## src/rtl/npc_pkg.sv

```systemverilog
package npc_pkg;
  localparam int XLEN = 32;
  localparam int IMMW = 16;
  localparam int TGTW = 26;
  localparam int REGW = 5;
  localparam int STEP = 4;
  localparam int HIKEEP = XLEN - TGTW - 2;
  localparam logic [REGW-1:0] RA_REG = REGW'(31);

  typedef enum logic [1:0] {
    K_SEQ    = 2'd0,
    K_BRANCH = 2'd1,
    K_JABS   = 2'd2,
    K_JREG   = 2'd3
  } ctl_kind_e;

  typedef enum logic [2:0] {
    C_EQ  = 3'd0,
    C_NE  = 3'd1,
    C_LTZ = 3'd2,
    C_GEZ = 3'd3,
    C_LEZ = 3'd4,
    C_GTZ = 3'd5
  } cond_e;

  // sign-extended word offset minus one word, added to the incremented address
  function automatic logic [XLEN-1:0] br_adjust(input logic [IMMW-1:0] imm);
    logic [XLEN-1:0] sx;
    sx = {{(XLEN-IMMW){imm[IMMW-1]}}, imm};
    return (sx << 2) - XLEN'(STEP);
  endfunction

  function automatic logic [XLEN-1:0] jabs_pc(input logic [XLEN-1:0] slot,
                                              input logic [TGTW-1:0] tgt);
    return {slot[XLEN-1 -: HIKEEP], tgt, 2'b00};
  endfunction
endpackage

```

## src/rtl/npc_cond.sv

```systemverilog
module npc_cond
  import npc_pkg::*;
(
  input  logic [2:0]      cond,
  input  logic [XLEN-1:0] a,
  input  logic [XLEN-1:0] b,
  output logic            taken
);
  logic same, a_zero, a_neg;

  assign same   = (a == b);
  assign a_zero = (a == '0);
  assign a_neg  = a[XLEN-1];

  always_comb begin
    case (cond_e'(cond))
      C_EQ:    taken = same;
      C_NE:    taken = !same;
      C_LTZ:   taken = a_neg;
      C_GEZ:   taken = !a_neg;
      C_LEZ:   taken = a_neg || a_zero;
      C_GTZ:   taken = !a_neg && !a_zero;
      default: taken = 1'b0;
    endcase
  end
endmodule

```

## src/rtl/npc_target.sv

```systemverilog
module npc_target
  import npc_pkg::*;
(
  input  logic [1:0]      kind,
  input  logic            active,
  input  logic            taken,
  input  logic [XLEN-1:0] npc_q,
  input  logic [IMMW-1:0] imm,
  input  logic [TGTW-1:0] tgt,
  input  logic [XLEN-1:0] rs,
  output logic            redirect,
  output logic [XLEN-1:0] seq_npc,
  output logic [XLEN-1:0] redir_pc
);
  assign seq_npc = npc_q + XLEN'(STEP);

  always_comb begin
    redirect = 1'b0;
    redir_pc = seq_npc;
    case (ctl_kind_e'(kind))
      K_BRANCH: begin
        redirect = active && taken;
        redir_pc = seq_npc + br_adjust(imm);
      end
      K_JABS: begin
        redirect = active;
        redir_pc = jabs_pc(npc_q, tgt);
      end
      K_JREG: begin
        redirect = active;
        redir_pc = rs;
      end
      default: begin
        redirect = 1'b0;
        redir_pc = seq_npc;
      end
    endcase
  end
endmodule

```

## src/rtl/npc_link.sv

```systemverilog
module npc_link
  import npc_pkg::*;
(
  input  logic            step,
  input  logic            annul,
  input  logic [1:0]      kind,
  input  logic            link,
  input  logic [XLEN-1:0] ret_addr,
  input  logic [REGW-1:0] dst,
  output logic            we,
  output logic [REGW-1:0] wreg,
  output logic [XLEN-1:0] wdata
);
  logic xfer;

  assign xfer  = (ctl_kind_e'(kind) != K_SEQ);
  assign we    = step && !annul && link && xfer;
  assign wreg  = (ctl_kind_e'(kind) == K_JREG) ? dst : RA_REG;
  assign wdata = ret_addr;
endmodule

```

## src/rtl/npc_unit.sv

```systemverilog
module npc_unit
  import npc_pkg::*;
#(
  parameter logic [31:0] RESET_PC = 32'h0
) (
  input  logic        clk,
  input  logic        rst,
  input  logic        step,
  input  logic [1:0]  ctl_kind,
  input  logic [2:0]  br_cond,
  input  logic        likely,
  input  logic        link,
  input  logic [15:0] imm16,
  input  logic [25:0] jtarget,
  input  logic [31:0] rs_val,
  input  logic [31:0] rt_val,
  input  logic [4:0]  link_dst,
  output logic [31:0] fetch_pc,
  output logic        annul,
  output logic        link_we,
  output logic [4:0]  link_reg,
  output logic [31:0] link_data
);
  logic [XLEN-1:0] pc_q, npc_q;
  logic            skip_q;
  logic            active, taken, redirect, cancel_slot, is_branch;
  logic [XLEN-1:0] seq_npc, redir_pc;

  assign active      = step && !skip_q;
  assign is_branch   = (ctl_kind_e'(ctl_kind) == K_BRANCH);
  assign cancel_slot = active && is_branch && likely && !taken;

  npc_cond u_cond (
    .cond  (br_cond),
    .a     (rs_val),
    .b     (rt_val),
    .taken (taken)
  );

  npc_target u_target (
    .kind     (ctl_kind),
    .active   (active),
    .taken    (taken),
    .npc_q    (npc_q),
    .imm      (imm16),
    .tgt      (jtarget),
    .rs       (rs_val),
    .redirect (redirect),
    .seq_npc  (seq_npc),
    .redir_pc (redir_pc)
  );

  npc_link u_link (
    .step     (step),
    .annul    (skip_q),
    .kind     (ctl_kind),
    .link     (link),
    .ret_addr (seq_npc),
    .dst      (link_dst),
    .we       (link_we),
    .wreg     (link_reg),
    .wdata    (link_data)
  );

  always_ff @(posedge clk) begin
    if (rst) begin
      pc_q   <= RESET_PC;
      npc_q  <= RESET_PC + XLEN'(STEP);
      skip_q <= 1'b0;
    end else if (step) begin
      pc_q   <= npc_q;
      npc_q  <= redirect ? redir_pc : seq_npc;
      skip_q <= cancel_slot;
    end
  end

  assign fetch_pc = pc_q;
  assign annul    = skip_q;

  AST_RESET_PAIR: assert property (@(posedge clk) rst |=> (pc_q == RESET_PC && !skip_q)) else $error("reset pair");
  AST_HOLD_PAIR: assert property (@(posedge clk) disable iff (rst) !step |=> ($stable(pc_q) && $stable(npc_q))) else $error("hold");
  AST_PC_FOLLOWS: assert property (@(posedge clk) disable iff (rst) step |=> pc_q == $past(npc_q)) else $error("pc follow");
  AST_BR_TARGET: assert property (@(posedge clk) disable iff (rst) (active && is_branch && taken) |=> npc_q == $past(npc_q) + {{14{$past(imm16[15])}}, $past(imm16), 2'b00}) else $error("branch target");
  AST_ANNUL_ONCE: assert property (@(posedge clk) disable iff (rst) (step && skip_q) |=> !skip_q) else $error("annul twice");
  AST_ANNUL_NOLINK: assert property (@(posedge clk) disable iff (rst) skip_q |-> !link_we) else $error("annulled link");
  AST_ANNUL_NOREDIR: assert property (@(posedge clk) disable iff (rst) (step && skip_q) |=> npc_q == $past(npc_q) + 32'd4) else $error("annulled redirect");
  AST_LINK_STEP: assert property (@(posedge clk) disable iff (rst) !step |-> !link_we) else $error("link without step");
endmodule

```

## config.mk

```make
export PLATFORM = sky130hd
export DESIGN_NAME = npc_unit
export DESIGN_NICKNAME = d
export VERILOG_FILES = /design/src/rtl/npc_pkg.sv /design/src/rtl/npc_cond.sv /design/src/rtl/npc_target.sv /design/src/rtl/npc_link.sv /design/src/rtl/npc_unit.sv
export SDC_FILE = /design/constraint.sdc
export NUM_CORES = 1
export LEC_CHECK = 0
export CAP_MARGIN = 20
export CELL_PAD_IN_SITES_DETAIL_PLACEMENT = 1
export CELL_PAD_IN_SITES_GLOBAL_PLACEMENT = 1
export CORE_ASPECT_RATIO = 0.8
export CORE_MARGIN = 5
export CORE_UTILIZATION = 42
export CTS_CLUSTER_DIAMETER = 150
export DETAILED_ROUTE_END_ITERATION = 7
export DONT_BUFFER_PORTS = 1
export PLACE_DENSITY = 0.78
export SYNTH_ARGS = -nofsm -noshare
export SYNTH_HDL_FRONTEND = slang
export SYNTH_SLANG_ARGS = --single-unit
```

## constraint.sdc

```tcl
create_clock -name clk -period 3.7 [get_ports clk]
set_input_delay 0.185 -clock clk [delete_from_list [all_inputs] [get_ports clk]]
set_output_delay 0.185 -clock clk [all_outputs]
set_load 0.1 [all_outputs]
```

* Word-level counts from Yosys, hierarchy flattened
Cells that the tools add are included.
Cells by class: add/sub/neg operators 3, equal/unequal tests 10, multiplexer cells 5, reduce and logical (&&, ||, !) cells 19
Operator list (number):
- 32-bit case mux with 3 select lines | 1
- 32-bit by 3-bit adder with 32-bit output (second input constant) | 1
- 32-bit adder | 1
- 32-bit equality test | 1
- 32-bit logical NOT | 1
- 32-bit 2-to-1 mux | 1
- 18-bit by 4-bit subtractor with 19-bit output (second input constant) | 1
- 1-bit logical AND | 8
- 3-bit by 2-bit equality test with 1-bit output (second input constant) | 2
- 3-bit equality test (second input constant) | 2
- 1-bit case mux with 6 select lines | 1
- 1-bit logical NOT | 5
- 5-bit 2-to-1 mux | 1
- 2-bit equality test (second input constant) | 2
- 3-bit by 1-bit equality test with 1-bit output (second input constant) | 1
- 3-bit logical NOT | 1
- 2-bit by 1-bit equality test with 1-bit output (second input constant) | 1
- 2-bit inequality test (second input constant) | 1
- 1-bit case mux with 2 select lines | 1
- 2-bit AND reduction | 1
- 2-bit nonzero test | 1
- 2-bit OR reduction | 1
- 1-bit logical OR | 1
Storage, ports and cells: bits in registers 65, input bits 121, output and inout bits 71, logic and storage cells 41

* Depth between registers and ports, before layout
depth in word-level cells 8, gate-level depth with buffers 18, mapped depth without buffers 17

* Cells and area by module
A second synthesis with hierarchy kept.
Second synthesis, totals: cells, all modules 795, area, all modules 6760.2 um^2
By module, submodules not included:
- npc_target | instances 1, cells an instance 435, area an instance 3290.7 um^2, seq. area each 0.0 um^2
- npc_unit | instances 1, cells an instance 253, area an instance 2650.0 um^2, seq. area each 1301.2 um^2
- npc_cond | instances 1, cells an instance 67, area an instance 530.5 um^2, seq. area each 0.0 um^2
- npc_link | instances 1, cells an instance 40, area an instance 289.0 um^2, seq. area each 0.0 um^2

* Worst setup path before layout
OpenSTA, ideal clock, no wires.
path type reg-to-reg, start register npc_q[2], end register npc_q[31], setup time 77 ps, arrival time 5229 ps, required time 3623 ps, path slack -1606 ps, stages on the path, launching flop included 18, path buffers 0, clock period less this slack 5306 ps, cell sequence dfxtp_1 -> ha_1 -> nand3_2 -> nor3_1 -> and3_1 -> nand3_1 -> nor2_1 -> xor2_1 -> ha_1 -> a21o_1 -> a211o_1 -> a21oi_1 -> o21ai_1 -> a311o_1 -> a21oi_1 -> nor2_1 -> or3_1 -> a31oi_1
Between the ends: longest elaborated chain between the ends 4
Ends and longest elaborated chain:
- start: declaration | RTL line npc_unit.sv:24 | logic [XLEN-1:0] pc_q, npc_q;
- start signal: assignment | RTL line npc_unit.sv:68 | npc_q <= RESET_PC + XLEN'(STEP);
- start signal: assignment | RTL line npc_unit.sv:72 | npc_q <= redirect ? redir_pc : seq_npc;
- 32-bit by 3-bit adder with 32-bit output | RTL line npc_target.sv:15 | assign seq_npc = npc_q + XLEN'(STEP);
- named net link_data[24] | RTL line npc_unit.sv:22 | output logic [31:0] link_data
- 32-bit adder | RTL line npc_target.sv:23 | redir_pc = seq_npc + br_adjust(imm);
- 32-bit case mux with 3 select lines | RTL line npc_target.sv:20 | case (ctl_kind_e'(kind))
- 32-bit 2-to-1 mux | RTL line npc_unit.sv:72
The timed path passes the listed nets, and every way through them passes these cells. A chain may end at the register's enable or synchronous reset.

* Worst setup path after layout
start register npc_q[3], end register npc_q[24]
Between the ends: longest elaborated chain between the ends 4
Ends and longest elaborated chain (RTL line):
- 32-bit by 3-bit adder with 32-bit output (*) | npc_target.sv:15
- 32-bit adder | npc_target.sv:23
- 32-bit case mux with 3 select lines | npc_target.sv:20
- 32-bit 2-to-1 mux (*) | npc_unit.sv:72
Every way passes the cells marked *; elsewhere a longest branch is shown, timed or not.

==> metrics.md <==
| Metric | Value |
|---|---|
| Status | finished with violations |
| Failing checks | setup timing |
| Share of the synthesized area in the top cell type | 21.38% |
| Routability cong. | 0.9614 |
| PwrDens | 374.7 mW/mm^2 |
| Vias per cell | 6.588 |
| Antenna Nets Post-Route | 0 |
| # port buffers | 0 |
| Core Footprint | 0.01425 mm^2 |
| Total GRT Usage | 34.44% |
| Wire length per cell | 30.14 um |
| Synth Area per Inst | 7.804 um^2 |
| Largest net degree at the start of global routing | 85 |
| Global Route met1 Usage | 48.56% |
| Synth top area cells | dfxtp_1, xnor2_1, mux2i_1 |
| Initial antenna violation count | 0 |
| Final min period | 3700 ps |
| CTS Buf Count | 9 |
| Synth warnings | 0 |
| Register area share after synthesis | 21.38% |
| H-tree lvl count | 3 |
| Worst Tran Pin Value | 1031 ps |
| Post-synth top flop | dfxtp_1 |
| Final WL | 31,470 um |
| Initial DRC count | 573 |
| Worst Path Required | 3920 ps |
| Number of global-route vias before repair | 6,881 |
| Crit-path max FO | 5 |
| First-pass GRT wire length | 44,290 um |
| Clk_skew | 8.101 ps |
| Syn-to-layout area delta | 33.53% |
| EDFF count, synth | 0 |
| Worst vdd ir | 396.3 uV |
| DR vias | 6,878 |
| Final nets | 1,008 |
| Synth area leader | dfxtp_1 |
| Clock Latency Late Sink | 350 ps |
| Clock Path Buffers | 2 |
| Die Span X | 144.6 um |
| Global route overflow | 0 |
| Final setup vio count | 1 |
| Part of the cycle the worst path needs | 100.0% |
| Post-route insts no fill | 1,044 |
| RSZ-0062 raised after global routing | yes |
| CTS Sinks | 65 |
| Drt first pass iters | 5 |
| Most common cell in the netlist | nor2_1 |
| # diodes | 0 |
| Post-route DRC | 0 |
| I/O pins | 192 |
| Ys async rst share | 0% |
| #FFs+latches synth | 65 |
| Synthesized Nets | 933 |
| FP Rows | 39 |
| Setup TNS | -0.4996 ps |
| Clock root cell | clkbuf_16 |
| Die extent in y | 117.7 um |
| Achievable Freq | 0.2702 GHz |
| Gr busiest metal | met2 |
| Top cells by count, synth | nor2_1, xnor2_1, dfxtp_1, mux2i_1, nand2_1 |
| DP Wirelength | 23,300 um |
| Fin. max-slew vios | 0 |
| Setup CP Type | flip-flop to flip-flop |
| Maxcap violations | 0 |
| Met2 GRT Util | 52.89% |
| Layout cells sized above 1 | 27.56% |
| Setup WS pre-CTS | -103.5 ps |
| TritonCTS clock tree | built |
| Hold violation count in the final report | 0 |
| Dpl cells | 1,012 |
| Startpoint types | flip-flop |
| Die area | 0.01702 mm^2 |
| Met3 usage | 8.936% |
| Clk slew on worst S/H paths | 60 ps |
| Setup ws final | -0.4996 ps |
| Post-synthesis cell type count | 65 |
| Data arrival, critical path | 3920 ps |
| Slew headroom | 31.20% |
| Hold Path Class | input port to flip-flop |
| Mapped Cells | 780 |
| Leakage | 3.348 nW |
| Post-Synthesis Cell Area | 0.006087 mm^2 |
| Initial core utilization | 42.72% |
| CP endpoint kind | flip-flop |
| Final Power | 3.046 mW |
-- sequential cells by signal (all words and copies together), names as in the netlist --
signal	count
fetch_pc	32
annul	1
npc_q	32
-- path summary, 6_finish.rpt --
| path | startpoint | end | slack (ps) | depth (start not counted) |
|---|---|---|---|---|
| max | npc_q[3] | npc_q[24] | -0.5 | 14 |
| min | likely | annul | 10 | 2 |
| max reg2reg | npc_q[3] | npc_q[24] | -0.5 | 14 |
| min reg2reg | npc_q[3] | npc_q[3] | 540 | 2 |
-- worst max-delay path, cell delays in order, from the launching register on --
cell	delay (ps)
dfxtp_4	390
nand4_1	90
buf_4	160
nor2_1	370
xor2_4	160
ha_1	400
a21o_1	220
a21oi_1	190
o21ai_0	140
o21ai_1	320
nand3_2	170
a221o_1	400
mux2i_2	190
a211oi_2	280
nor3_1	90
-- report_power, final --
| group | internal, mW | switching (mW) |
|---|---|---|
| Combinational | 0.426 | 0.732 |
| Clock | 0.659 | 0.353 |
| Sequential | 0.739 | 0.136 |
-- kinds of logic (layout without fill, tap and decap cells) --
| group | Yosys count | in the layout | synth area share (%) |
|---|---|---|---|
| AOI/OAI and AO/OA | 187 | 187 | 20.43 |
| xor gates and xnor gates | 98 | 98 | 14.10 |
| adders and majority gates | 32 | 32 | 6.701 |
| buffers and inverters | 69 | 149 | 4.933 |
| DFF | 65 | 65 | 21.38 |
| muxes | 63 | 63 | 10.61 |
| and+or+nand+nor | 266 | 266 | 21.85 |
-- metal layers --
layer  share of wire [%]  wire (um)  up-vias
met4                 1.9        599        0
met1                  42      13340     3477
met2                  46      14360      359
met5                   0          0        -
li1                    -          -     3003
met3                  10       3170       39
-- stage by stage --
step           hold slack, ps  instance area (um^2)  util, %
5_1_grt                 12.00                  8128    57.04
6_report                14.81                  8128    57.04
3_3_place_gp            259.7                  7456    52.33
3_5_place_dp            261.5                  7456    52.33
4_1_cts                 5.508                  7891    55.38
2_1_floorplan           352.5                  6723        -
-- timing repair --
action / in CTS / in global routing
hold endpoints to repair: 59 / 0
pin swaps: 4 / 30
setup buffers: 3 / 9
resized for setup: 4 / 39
setup endpoints to repair: 6 / 15
hold buffers: 4 / 0
-- layout by cell type (no fill, tap or decap), drive strengths merged, types with 3 or more instances in the layout --
| cell | count |
|---|---|
| a211oi | 9 |
| a21o | 12 |
| a21oi | 48 |
| a221oi | 4 |
| a22oi | 7 |
| a31oi | 8 |
| a32oi | 3 |
| a41oi | 4 |
| and2 | 3 |
| and3 | 17 |
| buf | 107 |
| bufinv | 3 |
| clkbuf | 9 |
| clkinv | 3 |
| dfxtp | 65 |
| dlygate4sd3 | 3 |
| ha | 31 |
| inv | 24 |
| mux2 | 12 |
| mux2i | 51 |
| nand2 | 51 |
| nand2b | 15 |
| nand3 | 24 |
| nand4 | 22 |
| nor2 | 82 |
| nor2b | 4 |
| nor3 | 13 |
| nor4 | 15 |
| o211ai | 16 |
| o21a | 3 |
| o21ai | 33 |
| o21bai | 3 |
| o221ai | 3 |
| o22ai | 10 |
| o31ai | 8 |
| or2 | 7 |
| or3 | 5 |
| xnor2 | 74 |
| xor2 | 24 |
-- layout make-up --
| class | instances | area [um^2] |
|---|---|---|
| clock buffers | 9 | 225.2 |
| clock inverters | 7 | 117.6 |
| fillers | 1633 | 6121 |
| inverters | 23 | 86.33 |
| multi-input cells | 646 | 5263 |
| flip-flops and latches | 65 | 1316 |
| well taps | 184 | 230.2 |
| repair buffers | 110 | 889.6 |
Power figures use the tool's default switching activity.
